$ cat src/rtl/vm_pkg.sv
package vm_pkg;

  typedef enum logic {
    MODE_EXACT  = 1'b0,
    MODE_APPROX = 1'b1
  } mode_e;

  typedef struct packed {
    logic p;
    logic q;
    logic r;
  } peres_t;

  // three-in three-out reversible function; r carries (a&b)^c
  function automatic peres_t peres(input logic a, input logic b, input logic c);
    peres_t t;
    t.p = a;
    t.q = a ^ b;
    t.r = (a & b) ^ c;
    return t;
  endfunction

endpackage

$ cat src/rtl/vm_cmp42.sv
module vm_cmp42 (
  input  logic x1_i,
  input  logic x2_i,
  input  logic x3_i,
  input  logic x4_i,
  input  logic cin_i,
  input  logic approx_i,
  output logic sum_o,
  output logic carry_o,
  output logic cout_o
);
  logic s1, ex_cout, ex_sum, ex_carry;

  // exact: two chained full adders, cout independent of cin
  assign s1       = x1_i ^ x2_i ^ x3_i;
  assign ex_cout  = (x1_i & x2_i) | (x3_i & (x1_i ^ x2_i));
  assign ex_sum   = s1 ^ x4_i ^ cin_i;
  assign ex_carry = (s1 & x4_i) | (cin_i & (s1 ^ x4_i));

  always_comb begin
    if (approx_i) begin
      sum_o   = (x1_i ^ x2_i) | (x3_i ^ x4_i);
      carry_o = (x1_i & x2_i) | (x3_i & x4_i);
      cout_o  = 1'b0;
    end else begin
      sum_o   = ex_sum;
      carry_o = ex_carry;
      cout_o  = ex_cout;
    end
  end
endmodule

$ cat src/rtl/vm_cmp_row.sv
module vm_cmp_row #(
  parameter int W = 8
) (
  input  logic [W-1:0] r0_i,
  input  logic [W-1:0] r1_i,
  input  logic [W-1:0] r2_i,
  input  logic [W-1:0] r3_i,
  input  logic         approx_i,
  output logic [W+1:0] total_o
);
  localparam int OW = W + 2;

  logic [W-1:0] s, c;
  logic [W:0]   chain;

  assign chain[0] = 1'b0;

  for (genvar i = 0; i < W; i++) begin : g_col
    vm_cmp42 u_cmp (
      .x1_i    (r0_i[i]),
      .x2_i    (r1_i[i]),
      .x3_i    (r2_i[i]),
      .x4_i    (r3_i[i]),
      .cin_i   (chain[i]),
      .approx_i(approx_i),
      .sum_o   (s[i]),
      .carry_o (c[i]),
      .cout_o  (chain[i+1])
    );
  end

  assign total_o = OW'(s) + (OW'(c) << 1) + (OW'(chain[W]) << W);
endmodule

$ cat src/rtl/vm_mul2.sv
module vm_mul2
  import vm_pkg::*;
(
  input  logic [1:0] a_i,
  input  logic [1:0] b_i,
  output logic [3:0] p_o
);
  logic [3:0] pp;  // pp[2*j+i] = a[i] & b[j]
  logic       c1;

  for (genvar j = 0; j < 2; j++) begin : g_row
    for (genvar i = 0; i < 2; i++) begin : g_bit
      peres_t gate;
      logic   unused_pq;
      assign gate          = peres(a_i[i], b_i[j], 1'b0);
      assign pp[2*j+i]     = gate.r;
      assign unused_pq     = gate.p ^ gate.q;
    end
  end

  assign c1     = pp[1] & pp[2];
  assign p_o[0] = pp[0];
  assign p_o[1] = pp[1] ^ pp[2];
  assign p_o[2] = pp[3] ^ c1;
  assign p_o[3] = pp[3] & c1;
endmodule

$ cat src/rtl/vm_combine.sv
module vm_combine #(
  parameter int HW = 2
) (
  input  logic [2*HW-1:0] q_ll_i,
  input  logic [2*HW-1:0] q_hl_i,
  input  logic [2*HW-1:0] q_lh_i,
  input  logic [2*HW-1:0] q_hh_i,
  input  logic            approx_i,
  output logic [4*HW-1:0] p_o
);
  localparam int W = 4 * HW;

  logic [W-1:0] r0, r1, r2, r3;
  logic [W+1:0] total;
  logic         unused_hi;

  assign r0 = W'(q_ll_i);
  assign r1 = W'(q_hl_i) << HW;
  assign r2 = W'(q_lh_i) << HW;
  assign r3 = W'(q_hh_i) << (2 * HW);

  vm_cmp_row #(.W(W)) u_row (
    .r0_i    (r0),
    .r1_i    (r1),
    .r2_i    (r2),
    .r3_i    (r3),
    .approx_i(approx_i),
    .total_o (total)
  );

  // top bits are zero in exact mode; approximate results never exceed exact
  assign p_o       = total[W-1:0];
  assign unused_hi = ^total[W+1:W];
endmodule

$ cat src/rtl/vm_mul4.sv
module vm_mul4 (
  input  logic [3:0] a_i,
  input  logic [3:0] b_i,
  input  logic       approx_i,
  output logic [7:0] p_o
);
  logic [3:0] q [4];

  // k[0] picks the half of a, k[1] the half of b
  for (genvar k = 0; k < 4; k++) begin : g_sub
    vm_mul2 u_m2 (
      .a_i(a_i[2*(k%2)+:2]),
      .b_i(b_i[2*(k/2)+:2]),
      .p_o(q[k])
    );
  end

  vm_combine #(.HW(2)) u_comb (
    .q_ll_i  (q[0]),
    .q_hl_i  (q[1]),
    .q_lh_i  (q[2]),
    .q_hh_i  (q[3]),
    .approx_i(approx_i),
    .p_o     (p_o)
  );
endmodule

$ cat src/rtl/vedic_mul8.sv
module vedic_mul8
  import vm_pkg::*;
(
  input  logic        clk_i,
  input  logic        rst_ni,
  input  logic        valid_i,
  input  logic [7:0]  a_i,
  input  logic [7:0]  b_i,
  input  logic        approx_i,
  output logic        valid_o,
  output logic [15:0] product_o
);
  localparam int OP_W   = 8;
  localparam int HALF_W = OP_W / 2;
  localparam int PR_W   = 2 * OP_W;

  logic [OP_W-1:0]   a_q, b_q;
  mode_e             mode_q;
  logic              op_vld_q, vld_q;
  logic [PR_W-1:0]   prod_d, prod_q;
  logic [OP_W-1:0]   q [4];
  logic              apx;

  assign apx = (mode_q == MODE_APPROX);

  for (genvar k = 0; k < 4; k++) begin : g_sub
    vm_mul4 u_m4 (
      .a_i     (a_q[HALF_W*(k%2)+:HALF_W]),
      .b_i     (b_q[HALF_W*(k/2)+:HALF_W]),
      .approx_i(apx),
      .p_o     (q[k])
    );
  end

  vm_combine #(.HW(HALF_W)) u_comb (
    .q_ll_i  (q[0]),
    .q_hl_i  (q[1]),
    .q_lh_i  (q[2]),
    .q_hh_i  (q[3]),
    .approx_i(apx),
    .p_o     (prod_d)
  );

  always_ff @(posedge clk_i or negedge rst_ni) begin
    if (!rst_ni) begin
      a_q      <= '0;
      b_q      <= '0;
      mode_q   <= MODE_EXACT;
      op_vld_q <= 1'b0;
      vld_q    <= 1'b0;
      prod_q   <= '0;
    end else begin
      op_vld_q <= valid_i;
      vld_q    <= op_vld_q;
      if (valid_i) begin
        a_q    <= a_i;
        b_q    <= b_i;
        mode_q <= mode_e'(approx_i);
      end
      if (op_vld_q) prod_q <= prod_d;
    end
  end

  assign valid_o   = vld_q;
  assign product_o = prod_q;
endmodule

$ cat config.mk
export PLATFORM = sky130hd
export DESIGN_NAME = vedic_mul8
export DESIGN_NICKNAME = d
export VERILOG_FILES = /design/src/rtl/vm_pkg.sv /design/src/rtl/vm_cmp42.sv /design/src/rtl/vm_cmp_row.sv /design/src/rtl/vm_mul2.sv /design/src/rtl/vm_combine.sv /design/src/rtl/vm_mul4.sv /design/src/rtl/vedic_mul8.sv
export SDC_FILE = /design/constraint.sdc
export NUM_CORES = 1
export LEC_CHECK = 0
export CELL_PAD_IN_SITES_DETAIL_PLACEMENT = 0
export CELL_PAD_IN_SITES_GLOBAL_PLACEMENT = 2
export CORE_ASPECT_RATIO = 0.8
export CORE_UTILIZATION = 40
export CTS_CLUSTER_DIAMETER = 80
export DETAILED_ROUTE_END_ITERATION = 8
export DONT_BUFFER_PORTS = 1
export GPL_ROUTABILITY_DRIVEN = 0
export HOLD_SLACK_MARGIN = 0.08
export PLACE_DENSITY = 0.85
export SYNTH_ARGS = -nofsm -noshare
export SYNTH_HDL_FRONTEND = slang
export SYNTH_HIERARCHICAL = 1
export SYNTH_SLANG_ARGS = --single-unit
$ cat constraint.sdc
create_clock -name clk_i -period 15.55 [get_ports clk_i]
set_input_delay 1.555 -clock clk_i [delete_from_list [all_inputs] [get_ports clk_i]]
set_output_delay 1.555 -clock clk_i [all_outputs]
set_load 0.02 [all_outputs]
==> impl_metrics.toml <==
[final_layout]
final_common_cell = "conb_1"
fin_area_um2 = 10200
nets = 1416
antennaDiodeCount = 0
drive_gt1_share_pct = 4.36
area_growth_pct = 12.8
layout_common_cells = "conb_1 (197), ha_1 (171), inv_1 (146)"

[clock_tree]
cts_hold_buf = 0
cts_resized = 0
clk_path_buf_depth = 2
cts_tree = "yes"
numCtsBuffers = 5
insertion_delay_ns = 0.29
numClockSinks = 35
path_clk_slew_ns = 0.06
cts_root_buffer = "clkbuf_16"
cts.htree.levels = 2
post_cts_buffers = 0

[critical_path]
worstPathCellList = "buf_4 > buf_4 > mux2i_1 > ha_1 > o21ai_0 > o21bai_1 > a21oi_1 > xnor2_1 > fa_1 > nor2b_1 > inv_1 > fa_1 > mux2i_1 > ha_1 > a21oi_1 > o21ai_0 > a221oi_1 > o311a_1 > nor3_1 > mux2_4"
startpoint_type = "flop"
cp_max_fo = 50
slowest_delay_ns = 0.88
cp-end-kind = "flop"
arrival_ns = 6.33
required_ns = 15.71
critical_path_class = "reg -> reg"
crit_buf_inv = 3
critPathTopFamily = "adder cells"
cp_slowest_cell = "dfrtp_4"

[sta]
drv_slew = 0
final.setup.worst_slack_ns = 9.38
final-hold-violation-count = 0
holdWs_ns = 0.662
period_minus_slack_ns = 6.17
fin_crit_sh_pct = 39.7
fmax_mhz = 162
slew_headroom_pct = 48.6
finalSetupViolations = 0
max_slew.worst_pin.slew_ns = 0.771
skew_ns = 0.00948
fin_setup_tns_ns = 0
rsz0062_at_grt = "false"

[floorplan]
dieArea_um2 = 23100
chipWidth_um = 170
initial_core_util_pct = 41.3
core-area_um2 = 21800
dieHeight_um = 136
ios = 37
rows = 48

[flow_run]
max-cap-violations = 0

[power_and_ir_drop]
clkPwrFrac_pct = 4.8
switchingPower_w = 0.00109
p_seq_share_pct = 8.7
leakagePower_nw = 5.28
power_density_nw_per_um2 = 213
total_power_w = 0.00217
combPwrFrac_pct = 86.5
peakVddDrop_uv = 169
swShare_pct = 50.2
p_int_w = 0.00108

[global_routing]
grt_max_degree = 51
grt_antenna_before_repair = 0
grt.overflow.total = 0
grt_pass1_wl_mm = 29.0
first_global_vias = 5960
grt_use_total_pct = 15.7

[route]
first_pass_iters = 4
wl_per_cell_um = 11.6
dr_total_vias = 6031
drcViolationCount = 0
initialDrtViolationCount = 212
antenna_left = 0
vias_per_cell = 4.23
wirelength_mm = 16.5

[synth]
synthesis.area_um2 = 9010
synthCells = 937
syn_avg_cell_area_um2 = 9.62
yosysWarnings = 6

[status]
status = "finished clean"

[placed_design]
post-place-ws_ns = 9.31
placed_area_um2 = 10000
io_buffers = 0
dp_hpwl_mm = 14.3

[min_path]
hp-class = "reg -> reg"
[stage by stage]
| step | utilization [%] | cells |
|---|---|---|
| finish | 46.6 | 1425 |
| floorplan | - | 1124 |
| global placement | 45.9 | 1417 |
| global route | 46.6 | 1425 |
| detailed placement | 45.9 | 1417 |
| CTS | 46.6 | 1425 |
[power groups by stage]
stage / Clock [W] / Combinational [W] / Sequential [W]
global placement: 0 / 0.00187 / 0.000191
detailed placement: 0 / 0.00186 / 0.000192
finish: 0.000104 / 0.00187 / 0.000189
floorplan: 0 / 0.00153 / 0.000184
global route: 0.000114 / 0.00217 / 0.000195
CTS: 0.000108 / 0.00187 / 0.000190
[final cells by class]
type                    count  area [um^2]
clock buffers               8          156
fillers                  2188        11600
flip-flops and latches     35          880
multi-input cells         934         8190
well taps                 300          375
inverters                 146          548
repair buffers              2         15.0
[sequential cells by signal, indices dropped and copies added, names as in the netlist]
signal     count
product_o     16
a_q            8
b_q            8
apx            1
op_vld_q       1
valid_o        1
[final timing paths]
path                               from             to  slack (ns)  cells past startpoint
max                                 apx  product_o[14]        9.38                     20
min                        product_o[3]   product_o[3]        0.66                      1
max reg2reg                         apx  product_o[14]        9.38                     20
min reg2reg                product_o[3]   product_o[3]        0.66                      1
max in group asynchronous        rst_ni            apx       14.49                      0
min in group asynchronous        rst_ni         b_q[2]        0.96                      0
[metal layers]
metal | track usage (%) | share of wire [%] | wire (um)
met1 | 24.5 | 59 | 9660
met2 | 23.1 | 38 | 6340
met3 | 3.03 | 2.7 | 440
met4 | 0.851 | 0.19 | 31
met5 | 0 | 0 | 0
Note: power is estimated with default switching activity, not from simulation.
